==> config.mk <==
export PLATFORM = sky130hd
export DESIGN_NAME = i2c_timeout_watch
export DESIGN_NICKNAME = d
export VERILOG_FILES = /design/src/rtl/i2c_to_pkg.sv /design/src/rtl/i2c_to_sync.sv /design/src/rtl/i2c_to_evdet.sv /design/src/rtl/i2c_to_timer.sv /design/src/rtl/i2c_timeout_watch.sv
export SDC_FILE = /design/constraint.sdc
export NUM_CORES = 1
export LEC_CHECK = 0
export ABC_AREA = 1
export BUFFER_PORTS_ARGS = -buffer_cell sky130_fd_sc_hd__buf_4
export CAP_MARGIN = 5
export CORE_MARGIN = 10
export CORE_UTILIZATION = 44
export DETAILED_ROUTE_END_ITERATION = 8
export PLACE_DENSITY = 0.61
export SLEW_MARGIN = 25
export SYNTH_ARGS = -nofsm -noshare
export SYNTH_HDL_FRONTEND = slang
export SYNTH_SLANG_ARGS = --single-unit
==> constraint.sdc <==
create_clock -name clk -period 2.05 [get_ports clk]
set_input_delay 0 -clock clk [delete_from_list [all_inputs] [get_ports clk]]
set_output_delay 0 -clock clk [all_outputs]
set_load 0.1 [all_outputs]
==> src/rtl/i2c_to_pkg.sv <==
// Shared definitions for the I2C time-out monitor.
// Assumes exactly two flags: the event time-out and the SCL-low time-out.
package i2c_to_pkg;
    localparam int NFLAG    = 2;
    localparam int FLAG_EVT = 0;
    localparam int FLAG_SCL = 1;

    typedef logic [NFLAG-1:0] flag_vec_t;

    // Decoded bus events for one clock cycle.
    typedef struct packed {
        logic scl_rise;
        logic scl_fall;
        logic start;
        logic stop;
    } bus_evt_t;
endpackage

==> src/rtl/i2c_to_sync.sv <==
// Multi-stage synchroniser for asynchronous bus wires.
// Assumes STAGES >= 2. Reset value is 1, the pulled-up level of an idle bus.
module i2c_to_sync #(
    parameter int W      = 2,
    parameter int STAGES = 2
) (
    input  logic         clk,
    input  logic         rst_n,
    input  logic [W-1:0] din,
    output logic [W-1:0] dout
);
    for (genvar b = 0; b < W; b++) begin : g_bit
        logic [STAGES-1:0] chain;

        // Shift each wire through its flop chain.
        always_ff @(posedge clk) begin
            if (!rst_n) chain <= '1;
            else        chain <= {chain[STAGES-2:0], din[b]};
        end

        assign dout[b] = chain[STAGES-1];
    end
endmodule

==> src/rtl/i2c_to_evdet.sv <==
// Bus event detector: SCL edges, Start (SDA falls while SCL is high)
// and Stop (SDA rises while SCL is high).
// Assumes synchronised inputs. Holds one cycle of history.
module i2c_to_evdet
    import i2c_to_pkg::*;
(
    input  logic     clk,
    input  logic     rst_n,
    input  logic     scl_s,
    input  logic     sda_s,
    output bus_evt_t ev,
    output logic     any_evt
);
    logic scl_q, sda_q;

    // Keep the previous synchronised levels.
    always_ff @(posedge clk) begin
        if (!rst_n) begin
            scl_q <= 1'b1;
            sda_q <= 1'b1;
        end else begin
            scl_q <= scl_s;
            sda_q <= sda_s;
        end
    end

    // Decode edges and conditions from the current and previous levels.
    always_comb begin
        ev.scl_rise = scl_s & ~scl_q;
        ev.scl_fall = ~scl_s & scl_q;
        ev.start    = scl_s & scl_q & sda_q & ~sda_s;
        ev.stop     = scl_s & scl_q & ~sda_q & sda_s;
        any_evt     = ev.scl_rise | ev.scl_fall | ev.start | ev.stop;
    end
endmodule

==> src/rtl/i2c_to_timer.sv <==
// Saturating time-out counter. It counts clocks since the last restart.
// It pulses trip in the cycle the count equals a non-zero limit.
// Assumes the limit is stable while the counter runs.
module i2c_to_timer #(
    parameter int W = 16
) (
    input  logic         clk,
    input  logic         rst_n,
    input  logic         restart,
    input  logic [W-1:0] limit,
    output logic         trip
);
    logic [W-1:0] cnt;

    // Count up from zero after each restart and hold at full scale.
    always_ff @(posedge clk) begin
        if (!rst_n)          cnt <= '0;
        else if (restart)    cnt <= '0;
        else if (cnt != '1)  cnt <= cnt + 1'b1;
    end

    // Signal expiry when the count reaches the limit.
    always_comb trip = !restart && (limit != '0) && (cnt == limit);
endmodule

==> src/rtl/i2c_timeout_watch.sv <==
// I2C bus time-out monitor top level.
// It synchronises SCL/SDA, decodes bus events and runs two timers:
// an event timer that is held while the bus is idle, and an SCL-low timer.
// It keeps sticky write-one-to-clear flags and a gated interrupt.
// Assumes timeout_val, int_en and bus_idle are synchronous to clk.
module i2c_timeout_watch
    import i2c_to_pkg::*;
#(
    parameter int TO_W        = 16,
    parameter int SYNC_STAGES = 2
) (
    input  logic             clk,
    input  logic             rst_n,
    input  logic             scl_in,
    input  logic             sda_in,
    input  logic             bus_idle,
    input  logic [TO_W-1:0]  timeout_val,
    input  logic [NFLAG-1:0] int_en,
    input  logic             clr_wr,
    input  logic [NFLAG-1:0] clr_data,
    output logic             evt_to_flag,
    output logic             scl_to_flag,
    output logic             irq
);
    localparam int LINE_W = 2;

    logic [LINE_W-1:0] lines_s;
    logic              scl_s, sda_s;
    bus_evt_t          ev;
    logic              any_evt;
    logic              tv_zero;
    logic              evt_restart, scl_restart;
    logic              evt_trip, scl_trip;
    flag_vec_t         trip_v;
    flag_vec_t         flag_q;

    i2c_to_sync #(.W(LINE_W), .STAGES(SYNC_STAGES)) u_sync (
        .clk  (clk),
        .rst_n(rst_n),
        .din  ({sda_in, scl_in}),
        .dout (lines_s)
    );

    assign scl_s = lines_s[0];
    assign sda_s = lines_s[1];

    i2c_to_evdet u_evdet (
        .clk    (clk),
        .rst_n  (rst_n),
        .scl_s  (scl_s),
        .sda_s  (sda_s),
        .ev     (ev),
        .any_evt(any_evt)
    );

    // Derive the restart conditions for both timers.
    always_comb begin
        tv_zero     = (timeout_val == '0);
        evt_restart = any_evt | bus_idle | tv_zero;
        scl_restart = scl_s | tv_zero;
    end

    i2c_to_timer #(.W(TO_W)) u_evt_tmr (
        .clk    (clk),
        .rst_n  (rst_n),
        .restart(evt_restart),
        .limit  (timeout_val),
        .trip   (evt_trip)
    );

    i2c_to_timer #(.W(TO_W)) u_scl_tmr (
        .clk    (clk),
        .rst_n  (rst_n),
        .restart(scl_restart),
        .limit  (timeout_val),
        .trip   (scl_trip)
    );

    assign trip_v[FLAG_EVT] = evt_trip;
    assign trip_v[FLAG_SCL] = scl_trip;

    for (genvar i = 0; i < NFLAG; i++) begin : g_flag
        // Sticky flag: a trip sets it, a write-one clears it, and set wins.
        always_ff @(posedge clk) begin
            if (!rst_n)                      flag_q[i] <= 1'b0;
            else if (trip_v[i])              flag_q[i] <= 1'b1;
            else if (clr_wr && clr_data[i])  flag_q[i] <= 1'b0;
        end
    end

    // Drive the outputs from the flags and the enable mask.
    always_comb begin
        evt_to_flag = flag_q[FLAG_EVT];
        scl_to_flag = flag_q[FLAG_SCL];
        irq         = |(flag_q & int_en);
    end
endmodule

======== After elaboration in Yosys (flattened, before gate mapping) ========
Cells that the tools add are included.
operators by class
  div/mod/pow operators ................... 0
  shift operators ......................... 0
  multiplexer cells ....................... 4
  add/subtract/negate cells ............... 2
  $lt $le $gt $ge ......................... 0
  multipliers ............................. 0
  bitwise operators ....................... 19
  equality and inequality tests ........... 4
  reduce and logical (&&, ||, !) cells .... 15
operators with widths
  cell                                            number
  adder 16 x 1 -> 16 bit (second input constant)  2
  equality test 16 bit                            2
  != test 16 bit (second input constant)          2
  logical NOT 16 bit                              1
  nonzero test 16 bit                             1
  bitwise AND 1 bit                               7
  logical AND 1 bit                               6
  bitwise OR 1 bit                                6
  OR reduction 2 bit                              3
  NOT 1 bit                                       5
  2-to-1 mux 1 bit                                4
  nonzero test 2 bit                              2
  bitwise AND 2 bit                               1
  logical NOT 1 bit                               2
storage, ports and cells
  memories kept ........................... 0
  input bits .............................. 26
  ROM bits ................................ 0
  bits in writable memories ............... 0
  bits in registers ....................... 40
  output and inout port bits .............. 3
  bits in latches ......................... 0
  logic and storage cells ................. 52

======== Depth between registers and ports, before layout ========
  depth in word-level cells ............... 11
  gate-level depth with buffers ........... 11
  depth with buffers taken out ............ 10

======== By module ========
Synthesis repeated with hierarchy kept, for this count alone.
unflattened totals
  cell total of the unflattened synthesis .. 463
  area, all modules ....................... 2,716.4 µm²
modules (own cells, without submodules)
  module             sequential area each (µm²)  cells an instance  times used  area an instance (µm²)
  i2c_to_timer       320.3                       202                2           1,159.9
  i2c_timeout_watch  40.0                        29                 1           148.9
  i2c_to_sync        80.1                        14                 1           125.1
  i2c_to_evdet       40.0                        16                 1           122.6

======== Least setup slack after synthesis ========
OpenSTA, ideal clock, no wires.
  path kind ............................... register -> output
  start point ............................. register flag_q[1], in the netlist scl_to_flag
  end point ............................... output port irq
  buffers on the path ..................... 0
  setup slack ............................. 0.196 ns
  arrival time ............................ 1.854 ns
  cell stages (with the launch flop) ...... 2
  data required time ...................... 2.050 ns
  cell sequence ........................... dfxtp_1 -> a22o_1
on the way
  longest elaborated chain between the ends .. 2
ends and longest elaborated chain
  element                          RTL line                 RTL
  start, declared                  i2c_timeout_watch.sv:35  flag_vec_t flag_q;
  start signal, assigned by index  i2c_timeout_watch.sv:85  if (!rst_n) flag_q[i] <= 1'b0;
  start signal, assigned by index  i2c_timeout_watch.sv:86  else if (trip_v[i]) flag_q[i] <= 1'b1;
  start signal, assigned by index  i2c_timeout_watch.sv:87  else if (clr_wr && clr_data[i]) flag_q[i] <= 1'b0;
  bitwise AND 2 bit                i2c_timeout_watch.sv:95  irq = |(flag_q & int_en);
  OR reduction 2 bit               i2c_timeout_watch.sv:95
  end, declared                    i2c_timeout_watch.sv:23  output logic irq
Every way passes these cells.

======== Worst setup path in the final report ========
  start point ............................. register u_scl_tmr.cnt[1]
  end point ............................... register u_scl_tmr.cnt[1]
on the way
  longest elaborated chain between the ends .. 1
  elaborated cells on any way between the ends .. 2
  classes of those cells .................. add/sub (1); eq/ne (1)
ends and longest elaborated chain
  element                                                          RTL line            RTL
  start, declared                                                  i2c_to_timer.sv:13  logic [W-1:0] cnt;
  start signal, assigned                                           i2c_to_timer.sv:19  else if (cnt != '1) cnt <= cnt + 1'b1;
  adder 16 x 1 -> 16 bit / != test 16 bit (equally long branches)  i2c_to_timer.sv:19
Several ways; a longest one is shown, not always the timed one.
A chain may end at the register's enable or synchronous reset.

==> impl_metrics.sql <==
INSERT INTO impl_metrics (metric_group, metric, value, unit) VALUES
('clock_tree', 'cts.root.buffer_cell', 'sky130_fd_sc_hd__clkbuf_8', ''),
('pwr', 'p_leak', '1.34', 'nW'),
('synthesis', 'total_of_flip_flops_plus_latches_after_synthesis', '40', ''),
('worst_setup_path', 'endpoint_kind', 'flip-flop', ''),
('die', 'row_count', '27', ''),
('worst_setup_path', 'worstSetupStartpointType', 'flip-flop', ''),
('drt', 'postRouteAntennaNets', '0', ''),
('synthesis', 'synthMostInstantiatedCell', 'sky130_fd_sc_hd__nand2_1', ''),
('timing', 'drv_slew', '0', ''),
('placement', 'post-place-cells', '509', ''),
('global_routing', 'antenna_violations_before_repair', '0', ''),
('finish', 'layout-drive-gt1-share', '13.9', '%'),
('synthesis', 'synth_fp_nets', '440', ''),
('synthesis', 'yosys-top-cells-count', 'sky130_fd_sc_hd__nand2_1 (129), sky130_fd_sc_hd__inv_1 (63), sky130_fd_sc_hd__nor2_1 (42)', ''),
('drt', 'route.detailed.vias_per_inst', '4.92', ''),
('timing', 'worst_slew_margin_rel', '70.3', '%'),
('clock_tree', 'cts_sinks', '40', ''),
('clock_tree', 'clkLatencyLatePin', '300', 'ps'),
('drt', 'drtPass1Iterations', '4', ''),
('synthesis', 'synth-edff-count', '0', ''),
('timing', 'final_min_period_over_clock_period', '88.8', '%'),
('global_routing', 'global_route.usage.total', '15.7', '%'),
('synthesis', 'synthDominantAreaCellType', 'sky130_fd_sc_hd__dfxtp_1', ''),
('synthesis', 'synth-seq-area-share', '31.6', '%'),
('clock_tree', 'cts.reportedPaths.clkPinSlew', '80', 'ps'),
('placement', 'post-dp-hpwl', '5510', 'um'),
('finish', 'insertedDiodeCount', '0', ''),
('drt', 'route.detailed.drc', '0', ''),
('placement', 'place.gp.congestion', '0.864', ''),
('synthesis', 'average_size_of_a_mapped_cell', '6.17', 'um^2'),
('status', 'run_status', 'complete, no violations', ''),
('finish', 'fin_nets', '481', ''),
('worst_setup_path', 'crit_fanout', '12', ''),
('clock_tree', 'clockBufferDepth', '2', ''),
('die', 'die_width', '95.9', 'um'),
('synthesis', 'number_of_distinct_library_cell_variants_in_the_gate_level_netlist_after_synthesis', '27', ''),
('timing', 'final_setup_skew', '7.13', 'ps'),
('die', 'placeableCoreArea', '5540', 'um^2'),
('global_routing', 'maximum_number_of_pins_on_one_net_before_global_route_repair', '14', ''),
('drt', 'routedWlPerCell', '13.2', 'um'),
('worst_setup_path', 'worst_r2r_startpoint', 'u_scl_tmr.cnt[1]', ''),
('pwr', 'power_density_over_the_cells', '529', 'nW/um^2'),
('worst_setup_path', 'path_class', 'reg2reg', ''),
('pwr', 'max-vdd-ir-drop', '380', 'uV'),
('die', 'floorplan.io_pins', '29', ''),
('placement', 'numPortBuffers', '28', ''),
('worst_setup_path', 'cp.required', '2280', 'ps'),
('finish', 'areaGrowthSynthToFinish', '19.1', '%'),
('synthesis', 'yosys-top-cells-area', 'sky130_fd_sc_hd__dfxtp_1 (32%), sky130_fd_sc_hd__nand2_1 (19%), sky130_fd_sc_hd__inv_1 (9.3%)', ''),
('global_routing', 'grt_pass1_vias', '2357', ''),
('timing', 'final_period_minus_worst_setup_slack', '1820', 'ps'),
('timing', 'tns', '0', 'ps'),
('clock_tree', 'cts_inserted_buffers', '5', ''),
('synthesis', 'synthesis.yosys.warnings', '0', ''),
('clock_tree', 'cts_tree', 'built', ''),
('clock_tree', 'htreeDepth', '2', ''),
('timing', 'setup_viol', '0', ''),
('timing', 'tightest_slew', '441', 'ps'),
('worst_setup_path', 'cp_data_arrival_time', '2050', 'ps'),
('worst_setup_path', 'critPathCapture', 'u_scl_tmr.cnt[1]', ''),
('drt', 'initialDrtViolationCount', '135', ''),
('timing', 'finalHoldViolations', '0', ''),
('synthesis', 'syn-instance-count', '411', ''),
('clock_tree', 'cts_setup_buffers', '0', ''),
('die', 'initial_util', '45.8', '%'),
('global_routing', 'grt_pass1_wl', '11400', 'um'),
('run', 'number_of_maximum_capacitance_violations', '0', ''),
('synthesis', 'async_flop_share', '0', '%'),
('drt', 'routed-via-count', '2584', ''),
('worst_setup_path', 'timing.reg2reg.setup_slack', '230', 'ps'),
('finish', 'fin_cells', '525', '');
-- layout by cell type, fill, tap and decap left out --
master	Yosys	final
sky130_fd_sc_hd__nand2_1	129	129
sky130_fd_sc_hd__inv_1	63	63
sky130_fd_sc_hd__nor2_1	42	42
sky130_fd_sc_hd__dfxtp_1	40	40
sky130_fd_sc_hd__nand3_1	30	29
sky130_fd_sc_hd__buf_4	0	29
sky130_fd_sc_hd__a21oi_1	15	15
sky130_fd_sc_hd__nor3_1	13	13
sky130_fd_sc_hd__nand4_1	12	12
sky130_fd_sc_hd__a31oi_1	12	12
sky130_fd_sc_hd__or2_2	9	9
sky130_fd_sc_hd__o21ai_0	9	9
sky130_fd_sc_hd__xor2_1	8	8
sky130_fd_sc_hd__dlygate4sd3_1	0	8
sky130_fd_sc_hd__clkbuf_8	0	5
sky130_fd_sc_hd__nand3_2	3	4
sky130_fd_sc_hd__inv_2	4	4
sky130_fd_sc_hd__xnor2_1	4	4
sky130_fd_sc_hd__nand2_2	3	3
sky130_fd_sc_hd__ha_1	3	3
sky130_fd_sc_hd__nor2_2	2	2
sky130_fd_sc_hd__a22o_1	1	1
sky130_fd_sc_hd__nor3_2	1	1
sky130_fd_sc_hd__a21oi_4	1	1
sky130_fd_sc_hd__nor3_4	1	1
sky130_fd_sc_hd__nor2_4	1	1
sky130_fd_sc_hd__clkinv_1	1	1
sky130_fd_sc_hd__o211ai_1	1	1
sky130_fd_sc_hd__clkinv_2	0	1
sky130_fd_sc_hd__clkinvlp_4	0	1
sky130_fd_sc_hd__bufinv_16	0	1
-- where the power goes --
part	switching (mW)	total, mW	internal, mW	leakage, nW
logic	0.0720	0.145	0.0729	0.965
clock network	0.302	0.663	0.360	0.0541
registers	0.00469	0.788	0.783	0.324
total	0.379	1.60	1.22	1.34
-- cell type report --
type | instances | area, um^2 | share of cell area, %
tap | 72 | 90.1 | 2.99
clock inverter | 3 | 42.5 | 1.41
clock buffer | 5 | 68.8 | 2.28
timing repair buffer | 37 | 298 | 9.87
multi-input combinational | 300 | 1460 | 48.5
sequential | 40 | 801 | 26.5
inverter | 68 | 255 | 8.46
-- stage by stage --
| step | instance area (um^2) | utilization (%) | worst slack (ps) | power, mW | hold WS, ps |
|---|---|---|---|---|---|
| finish | 3020 | 54.5 | 230 | 1.60 | 164 |
| global route | 3020 | 54.5 | -1.50 | 1.66 | 217 |
| CTS | 3010 | 54.4 | 111 | 1.60 | 170 |
| detailed placement | 2820 | 50.9 | 174 | 0.941 | 191 |
| global placement | 2820 | 50.9 | 314 | 0.941 | 188 |
| floorplan | 2530 | - | 196 | 0.871 | 107 |
-- critical path, stage by stage (launching register included) --
cell and delay [ps]:
sky130_fd_sc_hd__dfxtp_1 430, sky130_fd_sc_hd__ha_1 290, sky130_fd_sc_hd__nand3_1 150, sky130_fd_sc_hd__inv_1 100, sky130_fd_sc_hd__nand2_1 90, sky130_fd_sc_hd__inv_1 100
sky130_fd_sc_hd__nand3_2 220, sky130_fd_sc_hd__inv_1 160, sky130_fd_sc_hd__nand2_1 70, sky130_fd_sc_hd__a21oi_1 140
-- metal layers --
metal,global-route usage [%],part of all wire (%)
met4,5.16,0.89
met2,26.9,50
met1,19.5,45
met3,2.80,3.6
met5,0,0
-- state kept, by name, summed over array words and instances (netlist names) --
register / count
u_scl_tmr.cnt: 16
u_evdet.sda_q: 1
scl_to_flag: 1
u_evdet.scl_q: 1
evt_to_flag: 1
u_evt_tmr.cnt: 16
u_sync.g_bit.chain: 4
-- logic make-up after synthesis --
family                   after synthesis  synth area share, %
AND/OR/NAND/NOR                      246                 42.9
buffers and inverters                 71                 10.9
flip-flops                            40                 31.6
AO/OA/AOI/OAI                         39                 8.98
XOR/XNOR                              12                 4.15
adder cells (fa/ha/maj)                3                 1.48
-- how the worst min path moves through the flow --
| stage | start | end | slack, ps | cells after the start |
|---|---|---|---|---|
| after floorplan | scl_in | u_sync.g_bit[0].chain[0] | 110 | 1 |
| after global placement | scl_in | u_sync.g_bit[0].chain[0] | 190 | 2 |
| after detailed placement | scl_in | u_sync.g_bit[0].chain[0] | 190 | 2 |
| after CTS | timeout_val[1] | evt_to_flag | 170 | 6 |
| after global routing | timeout_val[1] | evt_to_flag | 220 | 6 |
| final | timeout_val[1] | evt_to_flag | 160 | 6 |
-- repair_timing --
item,4_1_cts,5_1_grt
gates resized for setup,0,1
hold buffers,8,0
endpoints found under the setup margin,0,6
hold endpoints to repair,5,0
Power figures use the tool's default switching activity.
